<file path="config.mk">
export PLATFORM = sky130hd
export DESIGN_NAME = ssf_supervisor
export DESIGN_NICKNAME = d
export VERILOG_FILES = /design/src/rtl/ssf_pkg.sv /design/src/rtl/ssf_hyst.sv /design/src/rtl/ssf_ramp.sv /design/src/rtl/ssf_supervisor.sv
export SDC_FILE = /design/constraint.sdc
export NUM_CORES = 1
export LEC_CHECK = 0
export ABC_AREA = 1
export BUFFER_PORTS_ARGS = -buffer_cell sky130_fd_sc_hd__buf_2
export CAP_MARGIN = 20
export CORE_MARGIN = 2
export CORE_UTILIZATION = 45
export CTS_CLUSTER_DIAMETER = 60
export DETAILED_ROUTE_END_ITERATION = 7
export HOLD_SLACK_MARGIN = 0.1
export PLACE_DENSITY = 0.75
export SLEW_MARGIN = 15
export SYNTH_ARGS = -nofsm -noshare
export SYNTH_HDL_FRONTEND = slang
export SYNTH_SLANG_ARGS = --single-unit
</file>
<file path="constraint.sdc">
create_clock -name clk -period 1.75 [get_ports clk]
set_input_delay 0.2625 -clock clk [delete_from_list [all_inputs] [get_ports clk]]
set_output_delay 0.2625 -clock clk [all_outputs]
set_load 0.02 [all_outputs]
</file>
<file path="src/rtl/ssf_pkg.sv">
package ssf_pkg;
   typedef enum logic [2:0] {
      SV_LOCKOUT   = 3'd0,
      SV_SOFTSTART = 3'd1,
      SV_RUN       = 3'd2,
      SV_SOFTSTOP  = 3'd3,
      SV_DISABLED  = 3'd4
   } ssf_state_e;
endpackage

</file>
<file path="src/rtl/ssf_hyst.sv">
// Two-threshold detector: flag sets below LO, clears above HI, holds between.
module ssf_hyst #(
   parameter int W    = 11,
   parameter int LO   = 900,
   parameter int HI   = 1100,
   parameter bit INIT = 1'b1
) (
   input  logic         clk,
   input  logic         rst_n,
   input  logic [W-1:0] x,
   output logic         flag
);
   localparam logic [W-1:0] LO_C = W'(LO);
   localparam logic [W-1:0] HI_C = W'(HI);

   if (LO > HI) begin : g_bad_band
      $error("ssf_hyst: LO must not exceed HI");
   end

   always_ff @(posedge clk or negedge rst_n) begin
      if (!rst_n)         flag <= INIT;
      else if (x < LO_C)  flag <= 1'b1;
      else if (x > HI_C)  flag <= 1'b0;
   end


   hyst_set_chk: assert property (@(posedge clk) disable iff (!rst_n)
      (x < LO_C) |=> flag);

   hyst_clr_chk: assert property (@(posedge clk) disable iff (!rst_n)
      (x > HI_C) |=> !flag);
endmodule

</file>
<file path="src/rtl/ssf_ramp.sv">
// Soft-start level: up by STEP, down by 10*STEP, once per TICK_DIV clocks.
module ssf_ramp #(
   parameter int W        = 11,
   parameter int MAX      = 500,
   parameter int STEP     = 1,
   parameter int TICK_DIV = 64
) (
   input  logic         clk,
   input  logic         rst_n,
   input  logic         clr,
   input  logic         up,
   input  logic         dn,
   output logic [W-1:0] level
);
   localparam int       DSTEP = 10 * STEP;
   localparam logic [W:0] MAX_X = (W+1)'(MAX);
   localparam logic [W:0] UP_X  = (W+1)'(STEP);
   localparam logic [W:0] DN_X  = (W+1)'(DSTEP);

   if (MAX >= (1 << W) || STEP < 1 || TICK_DIV < 1) begin : g_bad_cfg
      $error("ssf_ramp: MAX must fit W, STEP and TICK_DIV must be positive");
   end

   logic         tick;
   logic         moving;
   logic [W:0]   wide;
   logic [W-1:0] nxt;

   assign moving = (up | dn) & ~clr;
   assign wide   = {1'b0, level};

   if (TICK_DIV <= 1) begin : g_every
      assign tick = moving;
   end else begin : g_div
      localparam int CW = $clog2(TICK_DIV);
      localparam logic [CW-1:0] LAST = CW'(TICK_DIV - 1);
      logic [CW-1:0] cnt;
      always_ff @(posedge clk or negedge rst_n) begin
         if (!rst_n)           cnt <= '0;
         else if (!moving)     cnt <= '0;
         else if (cnt == LAST) cnt <= '0;
         else                  cnt <= cnt + 1'b1;
      end
      assign tick = moving && (cnt == LAST);
   end

   always_comb begin
      nxt = level;
      if (clr)
         nxt = '0;
      else if (tick && dn)
         nxt = (wide > DN_X) ? W'(wide - DN_X) : '0;
      else if (tick && up)
         nxt = ((wide + UP_X) >= MAX_X) ? W'(MAX_X) : W'(wide + UP_X);
   end

   always_ff @(posedge clk or negedge rst_n) begin
      if (!rst_n) level <= '0;
      else        level <= nxt;
   end


   ramp_cap_chk: assert property (@(posedge clk) disable iff (!rst_n)
      {1'b0, level} <= MAX_X);

   ramp_rise_chk: assert property (@(posedge clk) disable iff (!rst_n)
      (up && !dn && !clr) |=> (level >= $past(level)));

   ramp_fall_chk: assert property (@(posedge clk) disable iff (!rst_n)
      (dn && !clr) |=> (level <= $past(level)));

   ramp_clr_chk: assert property (@(posedge clk) disable iff (!rst_n)
      clr |=> (level == '0));
endmodule

</file>
<file path="src/rtl/ssf_supervisor.sv">
module ssf_supervisor
   import ssf_pkg::*;
#(
   parameter int W        = 11,
   parameter int UV_ON    = 1100,
   parameter int UV_OFF   = 900,
   parameter int REF_OK   = 400,
   parameter int DIS_TH   = 50,
   parameter int OC_TH    = 250,
   parameter int PK_TH    = 200,
   parameter int NL_OFF   = 50,
   parameter int NL_ON    = 60,
   parameter int RAMP_MAX = 500,
   parameter int STEP     = 1,
   parameter int TICK_DIV = 64
) (
   input  logic         clk,
   input  logic         rst_n,
   input  logic [W-1:0] vdd_smp,
   input  logic [W-1:0] ref_smp,
   input  logic [W-1:0] cs_smp,
   input  logic [W-1:0] ea_smp,
   input  logic [W-1:0] dis_smp,
   output logic         drive_en,
   output logic         cycle_cut,
   output logic [W-1:0] duty_lim,
   output logic [W-1:0] ss_level,
   output logic [2:0]   state_o
);
   localparam logic [W-1:0] REF_C = W'(REF_OK);
   localparam logic [W-1:0] DIS_C = W'(DIS_TH);
   localparam logic [W-1:0] OC_C  = W'(OC_TH);
   localparam logic [W-1:0] PK_C  = W'(PK_TH);
   localparam logic [W-1:0] MAX_C = W'(RAMP_MAX);

   if (PK_TH >= OC_TH) begin : g_bad_cs
      $error("ssf_supervisor: peak threshold must sit below overcurrent");
   end
   if (DIS_TH >= RAMP_MAX) begin : g_bad_ramp
      $error("ssf_supervisor: ramp ceiling must exceed disable level");
   end

   ssf_state_e state, state_nx;
   logic uv_low, nl_low;
   logic lock_cond, dis_now, oc_now, pk_now;
   logic ramp_clr, ramp_up, ramp_dn;

   ssf_hyst #(.W(W), .LO(UV_OFF), .HI(UV_ON), .INIT(1'b1)) u_uv (
      .clk(clk), .rst_n(rst_n), .x(vdd_smp), .flag(uv_low));

   ssf_hyst #(.W(W), .LO(NL_OFF), .HI(NL_ON), .INIT(1'b1)) u_nl (
      .clk(clk), .rst_n(rst_n), .x(ea_smp), .flag(nl_low));

   assign lock_cond = uv_low || (ref_smp < REF_C);
   assign dis_now   = dis_smp < DIS_C;
   assign oc_now    = cs_smp >= OC_C;
   assign pk_now    = cs_smp >= PK_C;

   always_comb begin
      state_nx = state;
      if (lock_cond) begin
         state_nx = SV_LOCKOUT;
      end else begin
         unique case (state)
            SV_LOCKOUT:   state_nx = SV_SOFTSTART;
            SV_DISABLED:  if (!dis_now) state_nx = SV_SOFTSTART;
            SV_SOFTSTART: if (dis_now)                  state_nx = SV_DISABLED;
                          else if (oc_now)              state_nx = SV_SOFTSTOP;
                          else if (ss_level == MAX_C)   state_nx = SV_RUN;
            SV_RUN:       if (dis_now)                  state_nx = SV_DISABLED;
                          else if (oc_now)              state_nx = SV_SOFTSTOP;
            SV_SOFTSTOP:  if (dis_now)                  state_nx = SV_DISABLED;
                          else if (ss_level < DIS_C)    state_nx = SV_SOFTSTART;
            default:      state_nx = SV_LOCKOUT;
         endcase
      end
   end

   always_ff @(posedge clk or negedge rst_n) begin
      if (!rst_n) state <= SV_LOCKOUT;
      else        state <= state_nx;
   end

   assign ramp_clr = lock_cond || dis_now || (state == SV_LOCKOUT) ||
                     (state == SV_DISABLED);
   assign ramp_up  = (state == SV_SOFTSTART);
   assign ramp_dn  = (state == SV_SOFTSTOP);

   ssf_ramp #(.W(W), .MAX(RAMP_MAX), .STEP(STEP), .TICK_DIV(TICK_DIV)) u_ramp (
      .clk(clk), .rst_n(rst_n), .clr(ramp_clr), .up(ramp_up), .dn(ramp_dn),
      .level(ss_level));

   assign drive_en  = ((state == SV_SOFTSTART) || (state == SV_RUN)) &&
                      !lock_cond && !dis_now && !oc_now && !nl_low;
   assign cycle_cut = drive_en && pk_now;
   assign duty_lim  = (state == SV_RUN || ea_smp < ss_level) ? ea_smp : ss_level;
   assign state_o   = state;


   lockout_chk: assert property (@(posedge clk) disable iff (!rst_n)
      lock_cond |=> (state == SV_LOCKOUT) && (ss_level == '0));

   disable_chk: assert property (@(posedge clk) disable iff (!rst_n)
      (!lock_cond && dis_now && state != SV_LOCKOUT) |=>
         (state == SV_DISABLED) && (ss_level == '0));

   oc_stop_chk: assert property (@(posedge clk) disable iff (!rst_n)
      (!lock_cond && !dis_now && oc_now &&
       (state == SV_RUN || state == SV_SOFTSTART)) |=> (state == SV_SOFTSTOP));

   run_entry_chk: assert property (@(posedge clk) disable iff (!rst_n)
      (state == SV_RUN && $past(state) != SV_RUN) |-> ($past(ss_level) == MAX_C));
endmodule

</file>
==> metrics.md <==
| Metric | Value |
|---|---|
| Outcome | finished, violations left |
| Failing checks | negative setup slack |
| Clk pwr share | 20.3% |
| Number of synthesized register bits | 22 |
| Remaining DRCs | 0 |
| Psw | around 950 µW |
| Crit share post-route | 127.1% |
| Area Growth Syn to Fin | 69.77% |
| PwrDens | 592.0 nW/µm² |
| Critical-path cell list | inv_8 > ha_4 > nand2_1 > nor2_1 > nand3_2 > nand3_2 > nand2_4 > buf_16 > o21ai_4 > buf_6 |
| Hold Vio Cnt, Final | 0 |
| RSZ-0062 raised after global routing | yes |
| Via-per-instance ratio | 5.344 |
| Root Buffer | clkbuf_8 |
| IO buf count | 77 |
| Final Util | between 70% and 80% |
| CTS Sinks | 22 |
| PnR worst setup slack | -474.7 ps |
| Overall Global Routing Usage | roughly 28% |
| Critical path's most frequent cell | nand3_2 |
| Syn nets | between 400 and 500 |
| Seq. cell area | between 500 and 600 µm² |
| Sequential area share after synthesis | a little under a quarter |
| Internal power | about 1.5 mW |
| Worst setup SP type | flip-flop |
| Min-Delay Path Class | in -> reg |
| Worst-margin pin slew | between 500 and 600 ps |
| Synth Flop Type | dfrtp_1 |
| Total of fill cells in the finished design | between 300 and 400 |
| Yosys cell types | 37 |
| Starting density of the core | between 40% and 50% |
| Final #Nets | 586 |
| Worst EP required | about 1500 ps |
| Min-delay src | vdd_smp[10] |
| Fmax | approximately 450 MHz |
| Post-place setup slack | -258.1 ps |
| Data arrival, critical path | about 2000 ps |
| Syn Inst Count | about 380 |
| VDD IR max | between 0.0007 and 0.0008 V |
| Htree depth | 1 |
| First-pass GRT wire length | approximately 14000 µm |
| Slowest library cell on the worst path | dfrtp_2 |
| Vias in the first global route | around 3000 |
| Final wirelength | between 8000 and 9000 µm |
| CP delay by family, top | simple AND/OR/NAND/NOR gates |
| CTS tree | built |
| Routed WL per cell | ~15 µm |
| Crit path max fanout | 6 |
| Reg-to-reg startpoint | u_ramp.level[1]$_DFFE_PN0P_ |
| # setup viols final | 13 |
| Sw frac | ~39% |
| Fin. max-slew vios | 0 |
| Period minus WS final | ~2200 ps |
| Cts bufs inserted | 3 |
| Max Cap Violations | 0 |
| Post-Synthesis Cell Area | between 2000 and 2500 µm² |
| Largest net degree at the start of global routing | 23 |
| LEAKAGE | 2.139 nW |
| Clock Tree Buf Depth | 2 |
| CP Capture Type | primary output |
| Worst-skew pair later-pin latency | about 270 ps |
| R2R cell count | 11 |
| Yosys warnings | 0 |
| Reg2reg setup slack | 0 ps |
| Antenna violations before repair | 0 |
| Iteration-0 DRC Markers | just under 300 |
| Max-slew headroom | around two thirds |
| Die Span Y | ~77 µm |
| Clock Skew | about 3.6 ps |
| EDFF count, synth | 0 |
| Multi-input gate area | approximately 2100 µm² |
| Hold Path Sink | u_uv.flag$_DFFE_PN1P_ |
| Crit Path Class | reg -> out |
| FF-to-FF End | u_ramp.level[3]$_DFFE_PN0P_ |
| Placer Congestion | 0.9329 |
| # IOs | 84 |
| Number of cells on the worst hold path | 2 |
| Grt ovf | 0 |
| Die width | between 70 and 80 µm |
| Logic gate share of total power | 56.0% |
| Via Count | about 3100 |
| Core area | ~5100 µm² |
| Overall power | 2.420 mW |
| WHS | 125.2 ps |
| CTS clk-pin slew, worst paths | 90 ps |
| ANT cells | 0 |
| Layout cell share with drive strength beyond 1 | approximately 53% |
| Core Rows | 26 |
| Antenna viol nets, final | 0 |
| Hpwl dp | about 5800 µm |
| Register share of total power | between 20% and 30% |
| Ys async rst share | 100.0% |
| Worst path max stage delay | approximately 460 ps |
| Number of buffers and inverters on the critical path | 3 |
| Synthesized area per cell | between 6 and 7 µm² |
| 1st-pass router iterations | 6 |
| Die Area | between 5000 and 6000 µm² |
[power groups by stage]
stage	logic, mW	registers [mW]	clock network, mW
2_1_floorplan	0.603	0.609	0
3_3_place_gp	0.897	0.587	0
3_5_place_dp	0.922	0.588	0
4_1_cts	1.19	0.574	0.499
5_1_grt	1.47	0.576	0.524
6_report	1.35	0.574	0.491
[cell usage in the layout (no fill, tap or decap), types with 4 or more instances in the layout]
cell | netlist | final
a21oi_1 | 13 | 8
a21oi_2 | 1 | 6
buf_2 | 4 | 64
buf_4 | 2 | 48
buf_6 | 2 | 18
dfrtp_1 | 20 | 9
dfrtp_2 | 0 | 11
ha_1 | 16 | 5
ha_4 | 0 | 10
inv_1 | 38 | 29
inv_2 | 7 | 14
nand2_1 | 102 | 82
nand2_2 | 10 | 25
nand2_4 | 1 | 6
nand3_1 | 38 | 25
nand3_2 | 1 | 13
nand3b_1 | 4 | 4
nand4_1 | 10 | 10
nor2_1 | 46 | 43
nor2_2 | 5 | 4
nor2_4 | 6 | 10
nor3_1 | 6 | 6
o21ai_0 | 19 | 5
o21ai_1 | 5 | 6
o21ai_4 | 0 | 11
xor2_1 | 5 | 4
[registers in the layout (all words and copies together), names as in the netlist]
signal            cells
u_ramp.level         11
u_ramp.g_div.cnt      6
u_uv.flag             1
state_o               3
u_nl.flag             1
[metrics by stage]
stage / TNS (ps) / cells / instance area (µm²)
global route: -6813 / 582 / 4089
floorplan: -1598 / 377 / 2653
detailed placement: -2491 / 554 / 3339
finish: -5092 / 582 / 4089
CTS: -4496 / 566 / 3671
global placement: -1711 / 554 / 3339
[worst reg2reg max path, cell delays in order (launching register included)]
cell and delay (ps):
dfrtp_2 380, buf_6 140, ha_4 160, nand2_4 80, nor2_8 170, nand2_2 70, nand2_2 110, nand3_2 120
nor2_4 170, a21oi_2 80, nand2_1 70, nand3_1 90
[synthesized netlist by cell type, drive strengths merged (2+ instances only)]
cell,count,share of area (%)
nand2,113,19
a21oi,15,3.7
nand3,39,8.3
nor3,7,1.7
xor2,5,1.8
nand3b,5,1.7
ha,16,8.3
nand4,12,3.6
nor2,58,12
dfstp,2,2.2
o21ai,24,5.0
buf,8,2.4
dfrtp,20,21
inv,47,7.6
[routing by layer]
layer / track usage [%] / vias up / part of all wire, %
li1: - / 1502 / -
met3: 2.353 / 29 / 6.0
met1: 33.65 / 1441 / 38
met2: 51.04 / 138 / 53
met4: 10.18 / 0 / 3.2
met5: 0 / - / 0
[what timing repair did]
action / 4_1_cts / 5_1_grt
hold buffers: 1 / 0
cloned: 2 / 1
pin swaps: 9 / 31
hold endpoints to repair: 20 / 0
setup buffers: 5 / 16
endpoints found under the setup margin: 15 / 23
gates resized for setup: 46 / 60
[area by class of cell]
class | instances | area share (%)
multi-input cells | 299 | 51.29
repair buffers | 139 | 26.01
flip-flops and latches | 22 | 13.86
inverters | 48 | 4.957
well taps | 70 | 2.142
clock buffers | 3 | 1.010
clock inverters | 1 | 0.7344
[worst max path at each step]
| stage | startpoint | to | slack, ps | depth (start not counted) |
|---|---|---|---|---|
| after detailed placement | ea_smp[10] | duty_lim[5] | -260 | 10 |
| after global routing | u_ramp.level[10]$_DFFE_PN0P_ | duty_lim[3] | -560 | 10 |
| final | u_ramp.level[5]$_DFFE_PN0P_ | duty_lim[2] | -470 | 10 |
| after CTS | u_ramp.level[10]$_DFFE_PN0P_ | duty_lim[3] | -420 | 10 |
| after floorplan | u_ramp.level[4]$_DFFE_PN0P_ | duty_lim[0] | -160 | 10 |
| after global placement | ea_smp[10] | duty_lim[5] | -180 | 10 |
[kinds of logic after synthesis]
group	Yosys count	share of synthesized area, %
AND/OR/NAND/NOR	235	46.70
buffers and inverters	56	10.18
AO/OA/AOI/OAI	43	10.03
flip-flops	22	22.96
adder cells (fa/ha/maj)	16	8.312
XOR/XNOR	5	1.818
(Power assumes the default switching activity.)
